==> config.mk <==
export PLATFORM = sky130hd
export DESIGN_NAME = xport_packer
export DESIGN_NICKNAME = d
export VERILOG_FILES = /design/src/rtl/xport_pkg.sv /design/src/rtl/xport_reg.sv /design/src/rtl/xport_seq.sv /design/src/rtl/xport_lanes.sv /design/src/rtl/xport_packer.sv
export SDC_FILE = /design/constraint.sdc
export NUM_CORES = 1
export LEC_CHECK = 0
export CORE_MARGIN = 4
export CORE_UTILIZATION = 49
export DETAILED_ROUTE_END_ITERATION = 8
export PLACE_DENSITY = 0.81
export REMOVE_ABC_BUFFERS = 1
export SYNTH_ARGS = -nofsm -noshare
export SYNTH_HDL_FRONTEND = slang
export SYNTH_SLANG_ARGS = --single-unit
==> constraint.sdc <==
create_clock -name clk -period 5.1 [get_ports clk]
set_clock_uncertainty 0.1 [all_clocks]
set_input_delay 1.275 -clock clk [delete_from_list [all_inputs] [get_ports clk]]
set_output_delay 1.275 -clock clk [all_outputs]
set_load 0.005 [all_outputs]
==> src/rtl/xport_pkg.sv <==
package xport_pkg;

  typedef enum logic [1:0] {
    ST_IDLE = 2'd0,
    ST_BEAT = 2'd1,
    ST_DONE = 2'd2
  } xp_state_t;

  // index of the final external cycle for a given bus width and word size
  function automatic logic [1:0] last_beat_of(input logic b16, input logic wide);
    logic [1:0] r;
    if (b16) r = wide ? 2'd1 : 2'd0;
    else     r = wide ? 2'd2 : 2'd1;
    return r;
  endfunction

endpackage

==> src/rtl/xport_reg.sv <==
module xport_reg #(
  parameter int W = 8
) (
  input  logic         clk,
  input  logic         rst_n,
  input  logic         en,
  input  logic [W-1:0] d,
  output logic [W-1:0] q
);

  logic [W-1:0] q_d;

  always_comb begin
    q_d = q;
    if (en) q_d = d;
  end

  always_ff @(posedge clk or negedge rst_n) begin
    if (!rst_n) q <= '0;
    else        q <= q_d;
  end

endmodule

==> src/rtl/xport_seq.sv <==
module xport_seq
  import xport_pkg::*;
#(
  parameter int BEAT_W = 2
) (
  input  logic              clk,
  input  logic              rst_n,
  input  logic              start,
  input  logic [BEAT_W-1:0] last_in,
  output logic              busy,
  output logic              active,
  output logic              done,
  output logic [BEAT_W-1:0] beat
);

  xp_state_t         state_q, state_d;
  logic [BEAT_W-1:0] beat_q, beat_d;
  logic [BEAT_W-1:0] last_q, last_d;

  always_comb begin
    state_d = state_q;
    beat_d  = beat_q;
    last_d  = last_q;
    unique case (state_q)
      ST_IDLE: begin
        if (start) begin
          state_d = ST_BEAT;
          beat_d  = '0;
          last_d  = last_in;
        end
      end
      ST_BEAT: begin
        if (beat_q == last_q) state_d = ST_DONE;
        else                  beat_d  = beat_q + 1'b1;
      end
      ST_DONE: state_d = ST_IDLE;
      default: state_d = ST_IDLE;
    endcase
  end

  always_ff @(posedge clk or negedge rst_n) begin
    if (!rst_n) begin
      state_q <= ST_IDLE;
      beat_q  <= '0;
      last_q  <= '0;
    end else begin
      state_q <= state_d;
      beat_q  <= beat_d;
      last_q  <= last_d;
    end
  end

  assign busy   = (state_q != ST_IDLE);
  assign active = (state_q == ST_BEAT);
  assign done   = (state_q == ST_DONE);
  assign beat   = beat_q;

endmodule

==> src/rtl/xport_lanes.sv <==
module xport_lanes #(
  parameter int WORD_W = 24,
  parameter int BUS_W  = 16,
  parameter int BEAT_W = 2
) (
  input  logic              b16,
  input  logic [BEAT_W-1:0] beat,
  input  logic [WORD_W-1:0] wdata,
  input  logic [WORD_W-1:0] acc,
  input  logic [BUS_W-1:0]  din,
  output logic [BUS_W-1:0]  dout,
  output logic [WORD_W-1:0] acc_next
);

  localparam int LANE_W = BUS_W / 2;
  localparam int HI_W   = WORD_W - BUS_W;

  // write slice selection
  always_comb begin
    dout = '0;
    if (!b16) begin
      unique case (beat)
        2'd0:    dout[LANE_W-1:0] = wdata[LANE_W-1:0];
        2'd1:    dout[LANE_W-1:0] = wdata[2*LANE_W-1:LANE_W];
        default: dout[LANE_W-1:0] = wdata[3*LANE_W-1:2*LANE_W];
      endcase
    end else if (beat == '0) begin
      dout = wdata[BUS_W-1:0];
    end else begin
      dout[HI_W-1:0] = wdata[WORD_W-1:BUS_W];
    end
  end

  // read slice merge
  always_comb begin
    acc_next = acc;
    if (!b16) begin
      unique case (beat)
        2'd0:    acc_next[LANE_W-1:0]          = din[LANE_W-1:0];
        2'd1:    acc_next[2*LANE_W-1:LANE_W]   = din[LANE_W-1:0];
        default: acc_next[3*LANE_W-1:2*LANE_W] = din[LANE_W-1:0];
      endcase
    end else if (beat == '0) begin
      acc_next[BUS_W-1:0] = din;
    end else begin
      acc_next[WORD_W-1:BUS_W] = din[HI_W-1:0];
    end
  end

endmodule

==> src/rtl/xport_packer.sv <==
module xport_packer
  import xport_pkg::*;
#(
  parameter int ADDR_W = 20,
  parameter int WORD_W = 24,
  parameter int BUS_W  = 16
) (
  input  logic              clk,
  input  logic              rst_n,
  input  logic              bus16_mode,
  input  logic              req_valid,
  input  logic              req_write,
  input  logic              req_wide,
  input  logic [ADDR_W-1:0] req_addr,
  input  logic [WORD_W-1:0] req_wdata,
  output logic              busy,
  output logic              done,
  output logic [WORD_W-1:0] rd_data,
  output logic [ADDR_W-1:0] ext_addr,
  output logic              ext_rd,
  output logic              ext_wr,
  output logic [BUS_W-1:0]  ext_dout,
  input  logic [BUS_W-1:0]  ext_din
);

  localparam int BEAT_W = 2;
  localparam int CAP_W  = ADDR_W + WORD_W + 3;

  logic              accept;
  logic              active;
  logic [BEAT_W-1:0] beat;
  logic [CAP_W-1:0]  cap_q;
  logic [ADDR_W-1:0] addr_q;
  logic [WORD_W-1:0] wdata_q;
  logic              wr_q, b16_q;
  logic [BUS_W-1:0]  lane_dout;
  logic [WORD_W-1:0] acc_q, acc_next, acc_d;
  logic              acc_en;

  assign accept = req_valid && !busy;

  // request capture
  xport_reg #(.W(CAP_W)) u_cap (
    .clk   (clk),
    .rst_n (rst_n),
    .en    (accept),
    .d     ({req_addr, req_wdata, req_write, req_wide, bus16_mode}),
    .q     (cap_q)
  );

  assign addr_q  = cap_q[CAP_W-1 -: ADDR_W];
  assign wdata_q = cap_q[WORD_W+2:3];
  assign wr_q    = cap_q[2];
  assign b16_q   = cap_q[0];

  xport_seq #(.BEAT_W(BEAT_W)) u_seq (
    .clk     (clk),
    .rst_n   (rst_n),
    .start   (accept),
    .last_in (last_beat_of(bus16_mode, req_wide)),
    .busy    (busy),
    .active  (active),
    .done    (done),
    .beat    (beat)
  );

  xport_lanes #(.WORD_W(WORD_W), .BUS_W(BUS_W), .BEAT_W(BEAT_W)) u_lanes (
    .b16      (b16_q),
    .beat     (beat),
    .wdata    (wdata_q),
    .acc      (acc_q),
    .din      (ext_din),
    .dout     (lane_dout),
    .acc_next (acc_next)
  );

  // read accumulator: cleared at acceptance, merged on each read cycle
  assign acc_en = accept || (active && !wr_q);
  assign acc_d  = accept ? '0 : acc_next;

  xport_reg #(.W(WORD_W)) u_acc (
    .clk   (clk),
    .rst_n (rst_n),
    .en    (acc_en),
    .d     (acc_d),
    .q     (acc_q)
  );

  assign rd_data  = acc_q;
  assign ext_rd   = active && !wr_q;
  assign ext_wr   = active && wr_q;
  assign ext_addr = active ? addr_q + ADDR_W'(beat) : '0;
  assign ext_dout = ext_wr ? lane_dout : '0;

endmodule

== After elaboration in Yosys (flattened, before gate mapping) ==
Index checks and enable logic that the tools add are counted.
Cells by class
  add/subtract/negate cells: 2
  equal/unequal tests: 10
  muxes and demuxes: 23
  reduce and logical (&&, ||, !) cells: 19
Operator list (number)
  $mux W8: 8
  $mux W24: 2
  $mux W16: 2
  $add A20 B2 Y20: 1
  $mux W20: 1
  $pmux W8 S2: 1
  $mux W2: 6
  $reduce_and A3 Y1: 3
  $pmux W2 S2: 2
  $reduce_and A2 Y1: 3
  $reduce_bool A2 Y1: 3
  $eq A2 B1 Y1 const B: 2
  $logic_not A2 Y1: 2
  $ne A2 B2 Y1 const B: 2
  $logic_and A1 B1 Y1: 3
  $ne A3 B1 Y1 const B: 1
  $ne A3 B2 Y1 const B: 1
  $ne A3 B3 Y1 const B: 1
  $reduce_bool A3 Y1: 1
  $add A2 B1 Y2 const B: 1
  $eq A2 B2 Y1: 1
  $eq A2 B2 Y1 const B: 1
  $logic_not A1 Y1: 2
  $ne A2 B1 Y1 const B: 1
  3 further kinds: 3
Word-level totals
  register bits: 77
  input port bits: 66
  output and inout bits: 64
  logic and storage cells: 61

== Longest topological paths before layout ==
  depth in word-level cells: 5
  gate-level depth with buffers: 7
  depth with buffers taken out: 6

== Cells and area by module ==
Synthesis repeated with hierarchy kept, for this count alone.
Unflattened totals
  cells, all modules: 412
  area total of the unflattened synthesis: 4808.4 um^2
Modules (own cells, without submodules)
  xport_reg at u_cap: times used 1, cells an instance 99, area an instance 1868.0 um^2, seq. area each 1176.1 um^2
  xport_reg at u_acc: times used 1, cells an instance 51, area an instance 997.2 um^2, seq. area each 600.6 um^2
  xport_packer: times used 1, cells an instance 131, area an instance 844.6 um^2, seq. area each 0.0 um^2
  xport_lanes: times used 1, cells an instance 103, area an instance 797.0 um^2, seq. area each 0.0 um^2
  xport_seq: times used 1, cells an instance 28, area an instance 301.5 um^2, seq. area each 150.1 um^2

== Least setup slack after synthesis ==
Ideal clock, no wire load.
  path kind: reg2out
  start: register u_seq.beat_q[1], in the netlist u_seq.beat[1]
  end: output port ext_addr[19]
  data arrival time: 1.913 ns
  required time: 3.725 ns
  slack: 1.812 ns
  stages on the path, launching flop included: 7
  buffers on the path: 1
  cell sequence: dfrtp_1 > ha_1 > a21oi_1 > or3_1 > buf_2 > or4_1 > a21oi_1
On the way
  cells in the longest elaborated chain, start to end: 2
Ends and longest elaborated chain
  start: declaration: line xport_seq.sv:17  | logic [BEAT_W-1:0] beat_q, beat_d;
  start signal: assignment: line xport_seq.sv:48  | beat_q <= beat_d;
  $add A20 B2 Y20: line xport_packer.sv:92  | assign ext_addr = active ? addr_q + ADDR_W'(beat) : '0;
  $mux W20: line xport_packer.sv:92
  end: declaration: line xport_packer.sv:19  | output logic [ADDR_W-1:0] ext_addr,
No other way between the ends.

== Worst setup path in the final report ==
  start: register u_seq.state_q[0]
  end: output port ext_dout[10]
On the way
  cells in the longest elaborated chain, start to end: 3
Ends and longest elaborated chain
  start: declaration: line xport_seq.sv:16  | xp_state_t state_q, state_d;
  start signal: assignment: line xport_seq.sv:47  | state_q <= state_d;
  $eq A2 B1 Y1: line xport_seq.sv:54  | assign active = (state_q == ST_BEAT);
  $logic_and A1 B1 Y1: line xport_packer.sv:91  | assign ext_wr = active && wr_q;
  $mux W16: line xport_packer.sv:93  | assign ext_dout = ext_wr ? lane_dout : '0;
  end: declaration: line xport_packer.sv:22  | output logic [BUS_W-1:0] ext_dout,
No other way between the ends.

==> run_results.csv <==
group,metric,value,unit
clock_tree,clock-sinks,76,
clock_tree,cts_hold_buf,0,
pwr,p_leak,2.46,nW
clock_tree,clk_pin_slew,0.08,ns
route,ant_nets,0,
route,drc,0,
worst_setup_path,crit_slowest_cell,"nor2b_1",
synthesis,synth_top_area_cell,"dfrtp_1",
die,core_area,7690,um^2
clock_tree,cts_setup_buffers,0,
pwr,swShare,39.1,%
timing,period_minus_slack,4.31,ns
clock_tree,cts_tree,"done",
die,die-width,96.6,um
die,ioPinCount,130,
die,dieArea,9340,um^2
timing,drv_slew,0,
clock_tree,htreeDepth,3,
die,initial_core_util,50.1,%
synthesis,synthCells,461,
route,routed_wirelength,10400,um
synthesis,synthArstFlopShare,100,%
synthesis,synthTopCellsByArea,"dfrtp_1 (49%), nand2_1 (17%), a21oi_1 (3.2%)",
status,status,"completed",
grt,overflow,0,
clock_tree,clockRootBuffer,"clkbuf_8",
route,drt_iter0_drc,170,
pwr,internal_power,1.81,mW
min_path,hp-class,"register to register",
grt,antenna_found_initial,0,
clock_tree,cts-buffers-inserted,9,
pwr,power.share.clock,15.1,%
timing,rsz0062_at_grt,"false",
grt,top_usage_layer,"met2",
pwr,powerDensity,551,nW/um^2
grt,grt_pass1_wl,17400,um
worst_setup_path,critPathRequiredTime,3.72,ns
worst_setup_path,end_kind,"output port",
synthesis,synth_area_per_cell,8.35,um^2
worst_setup_path,crit_chain,"nor2b_1 -> nand2_1 -> nor2_1 -> and2_1 -> clkdlybuf4s50_1",
timing,setup-violations-final,0,
worst_setup_path,critPathMaxStageDelay,0.57,ns
timing,slew_headroom,28.9,%
timing,post-route-period-util,84.6,%
clock_tree,cts_buffer_depth,2,
route,vias,3547,
grt,track_usage,22.3,%
worst_setup_path,start_kind,"register",
worst_setup_path,crit_arrival,2.94,ns
grt,use_met1,28.0,%
timing,setup_ws,0.786,ns
place,hpwl,7440,um
place,routabilityCongestion,0.820,
synthesis,yosysUniqueCellTypes,40,
synthesis,ys_seq_area_share,49.4,%
timing,hold_violations,0,
worst_setup_path,critical_path_class,"register to output port",
timing,fmax,0.232,GHz
place,pre_cts_slack,1.15,ns
clock_tree,clkLatencyLatePin,0.34,ns
route,wl_per_cell,15.1,um
worst_setup_path,path_max_fanout,10,
pwr,p_sw,1.16,mW
synthesis,yosys_warnings,0,
route,via_per_inst,5.16,
timing,worst_pin_slew,1.06,ns
worst_setup_path,reg2regPathDepth,6,
pwr,combPwrFrac,47.4,%
grt,grt_pass1_vias,3481,
pwr,vdd_drop_max,0.304,mV
timing,tns,0,ns
synthesis,ys_ff_latch,76,
clock_tree,cts_resized,0,
synthesis,synth_area,3850,um^2
pwr,power_frac_seq,37.4,%
finish,synthToLayoutAreaGrowth,40.3,%
grt,grt_max_degree,77,
place,port_buffers,129,
synthesis,synth_edf_count,0,
synthesis,synth_top_area_share,49.4,%
min_path,hold_depth,2,
die,die_h,96.6,um
synthesis,synth_common_cells,"nand2_1 (178), dfrtp_1 (76), a21oi_1 (25), nor2_1 (25), clkbuf_1 (19)",
finish,drive_above_1_share,5.98,%
finish,nets,652,
grt,met3_usage,9.37,%
finish,n_antenna_cell,0,
grt,gr-usage-met2,36.3,%
route,dr.pass1.iters,4,
run,cap_violations,0,
synthesis,yosysMostFrequentCell,"nand2_1",
die,std_cell_rows,32,
synthesis,synth_flop_cell,"dfrtp_1",
-- worst paths after layout --
| path | startpoint | endpoint | slack (ns) |
|---|---|---|---|
| max in group asynchronous | rst_n | u_acc.q[20] | 3.31 |
| hold reg to reg | u_cap.q[7] | u_cap.q[7] | 0.39 |
| hold / removal | u_cap.q[7] | u_cap.q[7] | 0.39 |
| setup / recovery | u_seq.state_q[0] | ext_dout[10] | 0.79 |
| setup reg to reg | u_seq.beat[1] | u_acc.q[12] | 2.39 |
| min in group asynchronous | rst_n | u_cap.q[18] | 0.96 |
-- stage by stage --
| stage | power (mW) | hold WS, ns | instances | util [%] | cell area [um^2] |
|---|---|---|---|---|---|
| 2_1_floorplan | 1.83 | 0.346 | 436 | - | 3750 |
| 3_5_place_dp | 2.54 | 0.369 | 671 | 67.7 | 5210 |
| 4_1_cts | 3.00 | 0.390 | 687 | 70.2 | 5400 |
| 5_1_grt | 3.23 | 0.420 | 687 | 70.2 | 5400 |
| 3_3_place_gp | 2.48 | 0.360 | 671 | 67.7 | 5210 |
| 6_report | 2.98 | 0.389 | 687 | 70.2 | 5400 |
-- registers in the layout (all words and copies together), names as in the netlist --
name	cells
u_seq.state_q	2
u_seq.beat	2
u_cap.q	46
u_acc.q	24
u_seq.last_q	2
-- power groups by stage --
stage / logic, mW / clock network [mW] / registers, mW
6_report: 1.41 / 0.450 / 1.11
5_1_grt: 1.59 / 0.486 / 1.16
4_1_cts: 1.43 / 0.460 / 1.11
3_5_place_dp: 1.42 / 0 / 1.12
3_3_place_gp: 1.38 / 0 / 1.10
2_1_floorplan: 0.753 / 0 / 1.08
-- final cells by class --
type	count	area (um^2)
Fill cell	638	2290
Sequential cell	76	1900
Multi-Input combinational cell	347	1810
Clock inverter	6	65.1
Inverter	13	48.8
Timing Repair Buffer	133	1320
Tap cell	102	128
Clock buffer	10	128
-- worst max-delay path: cells and delay by family (launching register included) --
family | cells | cell delay [ns]
buffers and inverters | 1 | 0.52
DFF | 1 | 0.41
and+or+nand+nor | 4 | 1.67
-- layout by cell type (no fill, tap or decap), types with 7 or more instances in the layout --
| master | n |
|---|---|
| a21oi_1 | 25 |
| a22oi_1 | 8 |
| and2_1 | 12 |
| clkbuf_8 | 9 |
| clkdlybuf4s50_1 | 128 |
| dfrtp_1 | 76 |
| inv_1 | 13 |
| mux2_2 | 8 |
| mux2i_1 | 8 |
| nand2_1 | 178 |
| nand3_1 | 15 |
| nor2_1 | 24 |
| o21ai_0 | 15 |
| xnor2_1 | 7 |
-- cell families after synthesis --
family / count (synthesis) / synth area share, %
simple gates: 254 / 28.0
flops: 76 / 49.4
compound gates: 59 / 9.56
buf+inv: 38 / 3.77
mux: 16 / 4.42
xor+xnor: 12 / 2.73
fa+ha+maj: 6 / 2.14
-- per-layer routing --
layer  vias up  share of wire (%)
met1      1667                 41
met5         -                  0
li1       1735                  -
met4         0                1.2
met3        13                 10
met2       132                 48
(Power assumes the default switching activity.)
